**config.mk**
```make
export PLATFORM = sky130hd
export DESIGN_NAME = pmem_window_map
export DESIGN_NICKNAME = d
export VERILOG_FILES = /design/src/rtl/pmw_pkg.sv /design/src/rtl/pmw_decode.sv /design/src/rtl/pmw_page_reg.sv /design/src/rtl/pmem_window_map.sv
export SDC_FILE = /design/constraint.sdc
export NUM_CORES = 1
export LEC_CHECK = 0
export BUFFER_PORTS_ARGS = -buffer_cell sky130_fd_sc_hd__buf_2
export CAP_MARGIN = 20
export CORE_UTILIZATION = 37
export CTS_BUF_LIST = sky130_fd_sc_hd__clkbuf_8
export DETAILED_ROUTE_END_ITERATION = 10
export GPL_ROUTABILITY_DRIVEN = 0
export PLACE_DENSITY = 0.86
export REMOVE_ABC_BUFFERS = 1
export SLEW_MARGIN = 20
export SYNTH_ARGS = -nofsm -noshare
export SYNTH_HDL_FRONTEND = slang
export SYNTH_HIERARCHICAL = 1
export SYNTH_SLANG_ARGS = --single-unit
```
**constraint.sdc**
```tcl
create_clock -name clk -period 2 [get_ports clk]
set_input_delay 0.3 -clock clk [delete_from_list [all_inputs] [get_ports clk]]
set_output_delay 0.3 -clock clk [all_outputs]
set_load 0.05 [all_outputs]
```
**src/rtl/pmw_pkg.sv**
```systemverilog
package pmw_pkg;
    localparam int DATA_W   = 8;
    localparam int PAGE_W   = 6;
    localparam int OFF_W    = 6;
    localparam int PM_AW    = PAGE_W + OFF_W;
    localparam logic [DATA_W-1:0] WIN_BASE  = 8'h40;
    localparam logic [DATA_W-1:0] PAGE_ADDR = 8'hC9;
    localparam logic [DATA_W-1:0] LOCK_DATA = 8'hFF;

    typedef enum logic [1:0] {
        S_IDLE = 2'd0,
        S_WIN  = 2'd1,
        S_RAM  = 2'd2,
        S_LOCK = 2'd3
    } rd_state_t;
endpackage

```
**src/rtl/pmw_decode.sv**
```systemverilog
module pmw_decode
    import pmw_pkg::*;
(
    input  logic [DATA_W-1:0] addr,
    output logic              in_win,
    output logic              is_page,
    output logic              is_plain
);
    localparam int WIN_SPAN = 1 << OFF_W;

    always_comb begin
        in_win   = (addr >= WIN_BASE) && (addr < (WIN_BASE + DATA_W'(WIN_SPAN)));
        is_page  = (addr == PAGE_ADDR);
        is_plain = !in_win && !is_page;
    end
endmodule

```
**src/rtl/pmw_page_reg.sv**
```systemverilog
module pmw_page_reg
    import pmw_pkg::*;
(
    input  logic              clk,
    input  logic              rst_n,
    input  logic              we,
    input  logic [PAGE_W-1:0] wdata,
    output logic [PAGE_W-1:0] page,
    output logic              written
);
    // page contents deliberately carry no reset
    always_ff @(posedge clk) begin
        if (we) page <= wdata;
    end

    always_ff @(posedge clk) begin
        if (!rst_n)  written <= 1'b0;
        else if (we) written <= 1'b1;
    end
endmodule

```
**src/rtl/pmem_window_map.sv**
```systemverilog
module pmem_window_map
    import pmw_pkg::*;
(
    input  logic              clk,
    input  logic              rst_n,
    input  logic [7:0]        bus_addr,
    input  logic [7:0]        bus_wdata,
    input  logic              bus_rd,
    input  logic              bus_wr,
    input  logic              bus_bitop,
    output logic [7:0]        bus_rdata,
    output logic              rd_valid,
    output logic              window_uninit,
    output logic              illegal_write,
    output logic [11:0]       pm_addr,
    output logic              pm_rd,
    input  logic [7:0]        pm_rdata,
    output logic [7:0]        ram_addr,
    output logic [7:0]        ram_wdata,
    output logic              ram_rd,
    output logic              ram_wr,
    input  logic [7:0]        ram_rdata
);
    logic              in_win, is_page, is_plain;
    logic              page_we, written;
    logic [PAGE_W-1:0] page;
    logic              any_wr, refused;
    rd_state_t         state, state_nx;

    pmw_decode u_dec (
        .addr    (bus_addr),
        .in_win  (in_win),
        .is_page (is_page),
        .is_plain(is_plain)
    );

    assign page_we = bus_wr && is_page;

    pmw_page_reg u_page (
        .clk    (clk),
        .rst_n  (rst_n),
        .we     (page_we),
        .wdata  (bus_wdata[PAGE_W-1:0]),
        .page   (page),
        .written(written)
    );

    assign any_wr    = bus_wr || bus_bitop;
    assign refused   = (any_wr && in_win) || (bus_bitop && is_page) || (bus_rd && is_page);
    assign pm_addr   = {page, bus_addr[OFF_W-1:0]};
    assign pm_rd     = bus_rd && in_win;
    assign ram_addr  = bus_addr;
    assign ram_wdata = bus_wdata;
    assign ram_rd    = bus_rd && is_plain;
    assign ram_wr    = any_wr && is_plain;

    always_comb begin
        if (!bus_rd)      state_nx = S_IDLE;
        else if (in_win)  state_nx = S_WIN;
        else if (is_page) state_nx = S_LOCK;
        else              state_nx = S_RAM;
    end

    always_ff @(posedge clk) begin
        if (!rst_n) begin
            state         <= S_IDLE;
            illegal_write <= 1'b0;
            window_uninit <= 1'b0;
        end else begin
            state         <= state_nx;
            illegal_write <= refused;
            window_uninit <= pm_rd && !written;
        end
    end

    always_comb begin
        rd_valid  = 1'b1;
        bus_rdata = '0;
        unique case (state)
            S_IDLE: rd_valid  = 1'b0;
            S_WIN:  bus_rdata = pm_rdata;
            S_RAM:  bus_rdata = ram_rdata;
            S_LOCK: bus_rdata = LOCK_DATA;
            default: rd_valid = 1'b0;
        endcase
    end
endmodule

```
==> metrics, run 1 <==
Clock Sinks 11; I/O Pins 79; crit path max fanout 17; number of nets with antenna violations after routing 0; Hold Buf Count CTS 0; slew margin rel. 63.96%; GR Layer Usage met2 28.00%; wire per inst 10.05 um; GRT met1 Usage around 13%; post-CTS resize count 0; final instance area ~950 um^2; Min-Delay Path Class input pin to flop; largest area contributor in the netlist edfxtp_1; Slew Limit Fails 0; Overflow after GRT 0; Starting DRT DRC Count 4; die area 0.002089 mm^2; Pre-Repair DR Iteration Count 4; critical path, cell by cell a21oi_1, nor2_1, buf_2; CP startpoint kind flop; share of post-route cells with drive strength above 1 59.85%; vias in the first global route about 520; total CTS buffers 3; layout net count 170; Clock Path Buffers 2; placed cell areas 907.1 um^2; post-synthesis mux area share 0%; Fmax 589.4 MHz; Avg Inst Size Synth 8.948 um^2; H-tree depth 1; critical path class flop to output pin; status completed; commonest non-fill, non-tap cells in the layout 74 x buf_2, 20 x nor2_1, 6 x a21oi_1, 6 x edfxtp_1, 5 x dfxtp_1; die height 45.71 um; Via Count between 600 and 700; DP HPWL 1.327 mm; total power 679.4 uW; Simple-Gate Fraction of Synth Area between 10% and 20%; final hold violation count 0; initial antenna violation count 0; crit path DAT 1400 ps; final WL 1.578 mm; Yosys reg bits 11; Worst EP required 1700 ps; RSZ-0062 raised after global routing false; postcts setup bufs 0; CP peak stage delay roughly 650 ps; clk slew on worst S/H paths 50 ps; Tmin final 1697 ps; Clk Latency, worst-skew pair roughly 230 ps; met3 Usage GRT 1.587%; setup TNS 0 ps; ranking of synthesized cells by area edfxtp_1 25%, buf_4 23%, dfxtp_1 14%; Worst Clk Skew ~0.0083 ps; max-cap violation count 0; Ant. Diodes 0; IO Port Bufs 74; largest family of logic cells by synthesized area buffers and inverters; CTS tree built; P&R area growth vs syn 34.69%; Syn Inst Count 79; part of the Yosys area used for sequential elements 39.65%; pin count of the biggest net entering global routing 18; PD cells roughly 700 mW/mm^2; Synth Area in Compound Gates 12.21%; global-route wire length before repair 2.035 mm; commonest non-fill, non-tap cell in the layout buf_2; Starting Density 40.07%; Netlist cell types 20; core area 0.001764 mm^2; adder-cell share of the synthesized area 0%; die width 45.71 um; Root Buffer clkbuf_8; DRC viols 0; Slew @ Worst Pin about 540 ps; post-synth top area share 25.49%; fin crit share 84.83%; worst vdd rail ir drop 0.4714 mV; Slowest cell on crit path dfxtp_1; Tot GR Track Use 14.43%; Yosys warnings 6; Final setup viols 0; cell leakage power 0.0005191 uW; Worst Setup End Kind output pin; site row count 15; synthesized area just over 700 um^2; xor/xnor cell area share of the yosys netlist 0%; Vias per Instance approximately 4.4; layer with the highest usage met2
## sequential cells by signal (all words and copies together), names as in the netlist
name and count:
state 2, u_page/written 1, u_page/page 6, window_uninit 1, illegal_write 1
## metal layers
layer | up-vias | part of all wire [%]
li1 | 344 | -
met2 | 47 | 55
met1 | 299 | 32
met5 | - | 0
met4 | 0 | 2.8
met3 | 4 | 10
## layout make-up
cell class              instances  area (um^2)
repair buffers                 74        370.4
flip-flops and latches         11        280.3
multi-input cells              43        225.2
clock inverters                 1        3.754
clock buffers                   3        41.29
fillers                       185        812.0
well taps                      25        31.28
## final timing paths
kind / startpoint / to / slack [ps] / cells past startpoint
worst max-delay path: state[1]$_SDFF_PP0_ / bus_rdata[4] / 300 / 3
worst min-delay path: bus_wdata[1] / u_page/page[1]$_DFFE_PP_ / 260 / 1
worst max register to register: u_page/written$_SDFFE_PN0P_ / u_page/written$_SDFFE_PN0P_ / 1420 / 1
worst min register to register: u_page/written$_SDFFE_PN0P_ / window_uninit$_SDFF_PN0_ / 420 / 1
## cell usage after synthesis
library cell	instances
buf_4	22
nor2_1	20
a21oi_1	6
edfxtp_1	6
dfxtp_1	5
and2_1	3
a21oi_2	2
o21a_1	2
o21ai_0	2
a21boi_0	1
a31oi_1	1
and4_1	1
and4bb_1	1
buf_12	1
buf_2	1
buf_6	1
nand2_1	1
nor2b_1	1
nor3b_1	1
or2_1	1
## stage by stage
stage	std cells	setup slack [ps]	hold slack [ps]	utilization, %
2_1_floorplan	54	359.9	398.6	-
3_3_place_gp	153	470.1	411.3	51.42
3_5_place_dp	153	427.3	413.0	51.42
4_1_cts	157	296.4	250.4	53.97
5_1_grt	157	194.1	249.8	53.97
6_report	157	303.5	255.7	53.97
## cells by family (layout without fill, tap and decap cells)
logic type,count (synthesis),count (layout)
simple gates,29,29
buf+inv,25,78
compound gates,14,14
flops,11,11
## where the power goes
part           switching [uW]  total, uW  internal, uW
registers                6.58        249           242
logic                     165        224          59.8
clock network            72.6        206           134
total                     244        679           436
## worst max-delay path, delay by kind of cell (launching register included)
kind | cells | cell delay [ps]
flops | 1 | 650
buf+inv | 1 | 270
simple gates | 1 | 110
compound gates | 1 | 120
Note: power is estimated with default switching activity, not from simulation.
==> run 2, diff against run 1 <==
ABC_AREA = 1   (was not set)
CORE_UTILIZATION = 31   (was 37)
PLACE_DENSITY = 0.77   (was 0.86)
clock period = 1.4 ns   (was 2 ns; I/O delays follow)
==> metrics, run 2 <==
hold path depth 1 (unchanged); placed cell areas 947.2 um^2 (was 907.1 um^2); final WL 1.505 mm (was 1.578 mm); Switching Power 362.0 uW (was 243.8 uW); Pint 637.2 uW (was 435.5 uW); Fillers 221 (was 185); die height 49.97 um (was 45.71 um); Overflow after GRT 0 (unchanged); global-route wire length before repair 2.256 mm (was 2.035 mm); layout net count 186 (was 170); setup TNS 0 ps (unchanged); Starting Density 32.55% (was 40.07%); max-cap violation count 0 (unchanged); pin count of the biggest net entering global routing 18 (unchanged); cell leakage power 0.0005730 uW (was 0.0005191 uW); Post-synth EDFFs 6 (unchanged); largest registers u_page/page (6), state (2) (unchanged); Comb power frac 34.4% (was 33.0%); commonest non-fill, non-tap cells in the layout 66 x buf_2, 18 x nor2_1, 15 x nand2_1, 9 x inv_1, 8 x a21oi_1 (was 74 x buf_2, 20 x nor2_1, 6 x a21oi_1, 6 x edfxtp_1, 5 x dfxtp_1); die area 0.002497 mm^2 (was 0.002089 mm^2); P&R area growth vs syn 44.21% (was 34.69%); Ant. Diodes 0 (unchanged); post-synth top area share 25.26% (was 25.49%); Tmin final 1339 ps; Worst EP required 1190 ps (was 1700 ps); Slew Limit Fails 0 (unchanged); WHS Endpoint u_page/page[4]$_DFFE_PP_ (was u_page/page[1]$_DFFE_PP_); Reg power frac 34.8% (was 36.6%); H-tree depth 1 (unchanged); Sw Ratio 36.23% (was 35.89%); Vias per Instance 4.114 (was 4.420); DRC viols 0 (unchanged); PD cells 971.5 mW/mm^2 (was 713.5 mW/mm^2); Clock Path Buffers 2 (unchanged); final instance area 0.001028 mm^2 (was 952.2 um^2); synthesized area 713.2 um^2 (was 706.9 um^2); I/O Pins 79 (unchanged); Syn Inst Count 93 (was 79); core area 0.002191 mm^2 (was 0.001764 mm^2); CTS tree built (unchanged); Clk Latency, worst-skew pair 230 ps (about the same); worst vdd rail ir drop 0.5822 mV (was 0.4714 mV); crit path max fanout 17 (unchanged); Tot GR Track Use 11.98% (was 14.43%); reg2reg end u_page/written$_SDFFE_PN0P_ (unchanged); Async SR Flop Fraction 0% (unchanged); Biggest register u_page/page (unchanged); Worst Setup End Kind output pin (unchanged); clk slew on worst S/H paths 50 ps (about the same); share of post-route cells with drive strength above 1 56.76% (was 59.85%); total CTS buffers 3 (unchanged); part of the Yosys area used for sequential elements 39.30% (was 39.65%); Worst Clk Skew 2.011 ps (was 0.008327 ps); Slew @ Worst Pin 271.2 ps (was 539.9 ps); number of nets with antenna violations after routing 0 (unchanged); Root Buffer clkbuf_8 (unchanged); status completed (unchanged); site row count 17 (was 15); Min-Delay Path Class input pin to flop (unchanged); launch point of the worst reg-to-reg path u_page/written$_SDFFE_PN0P_ (unchanged); Setup WS pre-CTS 161.7 ps (was 427.3 ps); initial antenna violation count 0 (unchanged); Yosys reg bits 11 (unchanged); IO Port Bufs 74 (unchanged); Avg Inst Size Synth 7.669 um^2 (was 8.948 um^2); max reg flops 6 (unchanged); final hold violation count 0 (unchanged); die width 49.97 um (was 45.71 um); fin crit share 95.63%; Clock Sinks 11 (unchanged); Final setup viols 0 (unchanged); critical path class flop to output pin (unchanged); Via Count 724 (was 694); Reg2Reg Setup Slack 830 ps (was 1420 ps); Yosys warnings 6 (unchanged); ranking of synthesized cells by area edfxtp_1 25%, buf_4 23%, dfxtp_1 14% (unchanged); top cells by count, synth 22 x buf_4, 18 x nor2_1, 15 x nand2_1, 10 x inv_1, 9 x a21oi_1 (was 22 x buf_4, 20 x nor2_1, 6 x a21oi_1, 6 x edfxtp_1, 5 x dfxtp_1); depth of the most critical reg-to-reg path 2 (was 1); wire per inst 8.551 um (was 10.05 um); Hold Buf Count CTS 0 (unchanged); total power 999.2 uW (was 679.4 uW); crit path DAT 1130 ps (was 1400 ps); RSZ-0062 raised after global routing false (unchanged); Main synth FF type edfxtp_1 (unchanged); CP startpoint kind flop (unchanged); most numerous cell in the Yosys netlist buf_4 (unchanged); Pre-Repair DR Iteration Count 6 (was 4); Netlist cell types 14 (was 20); DP HPWL 1.188 mm (was 1.327 mm); commonest non-fill, non-tap cell in the layout buf_2 (unchanged); vias in the first global route 586 (was 522); Fmax 746.9 MHz; Setup WS post-layout 61.21 ps (was 303.5 ps); slew margin rel. 81.85% (was 63.96%); Starting DRT DRC Count 18 (was 4); HP Start bus_wdata[4] (was bus_wdata[1]); largest area contributor in the netlist edfxtp_1 (unchanged); clock power share 30.9% (was 30.4%)
-- run 2: power groups by stage --
stage	Clock [uW]	Sequential (uW)	Combinational [uW]
after floorplan	0	363	102
after global placement	0	353	327
after detailed placement	0	353	331
after CTS	321	347	334
after global routing	338	348	364
final	308	348	343
-- run 2: worst max-delay path, stage by stage (launching register included) --
cell     delay, ps
dfxtp_2        340
buf_12         130
nand2_1         50
a21oi_1        110
buf_2          270
-- run 2: routing by layer --
layer	share of wire (%)	global-route usage [%]
met5	0	0
met2	50	20.95
met1	40	12.76
met3	8.4	1.852
met4	1.3	9.048
-- run 2: worst max path at each step --
stage,startpoint,endpoint,cells after the start
floorplan,state[0]$_SDFF_PN0_,bus_rdata[0],2
global placement,bus_addr[0],ram_wr,8
detailed placement,bus_addr[3],u_page/page[1]$_DFFE_PP_,7
CTS,state[0]$_SDFF_PN0_,rd_valid,3
global route,state[0]$_SDFF_PN0_,bus_rdata[0],4
finish,state[0]$_SDFF_PN0_,bus_rdata[0],4
-- run 2: area by class of cell --
class                      instances  area (um^2)  share of cell area [%]
timing repair buffer              75        417.9                   40.63
sequential                        11        281.5                   27.37
multi-input combinational         48        210.2                   20.44
clock buffer                       3        41.29                   4.015
inverter                          10        37.54                   3.650
tap                               28        35.03                   3.406
clock inverter                     1        5.005                  0.4866
-- run 2: kinds of logic (layout without fill, tap and decap cells) --
kind of cell,Yosys count,after routing,share of synthesized area (%)
AND/OR/NAND/NOR,36,36,19.82
AO/OA/AOI/OAI,12,12,8.772
buffers and inverters,34,89,32.11
flip-flops,11,11,39.30
-- run 2: through the flow --
stage                     hold WS (ps)  utilization [%]  cells
after floorplan                  308.9                -     69
after global placement           403.4            43.23    172
after detailed placement         403.6            43.23    172
after CTS                        160.1            45.57    176
after global routing             151.3            46.94    176
final                            166.2            46.94    176
-- run 2: timing repair --
item / 4_1_cts / 5_1_grt
setup endpoints to repair: 2 / 9
gates resized for setup: 2 / 15
pin swaps: 0 / 0
setup buffers: 0 / 0
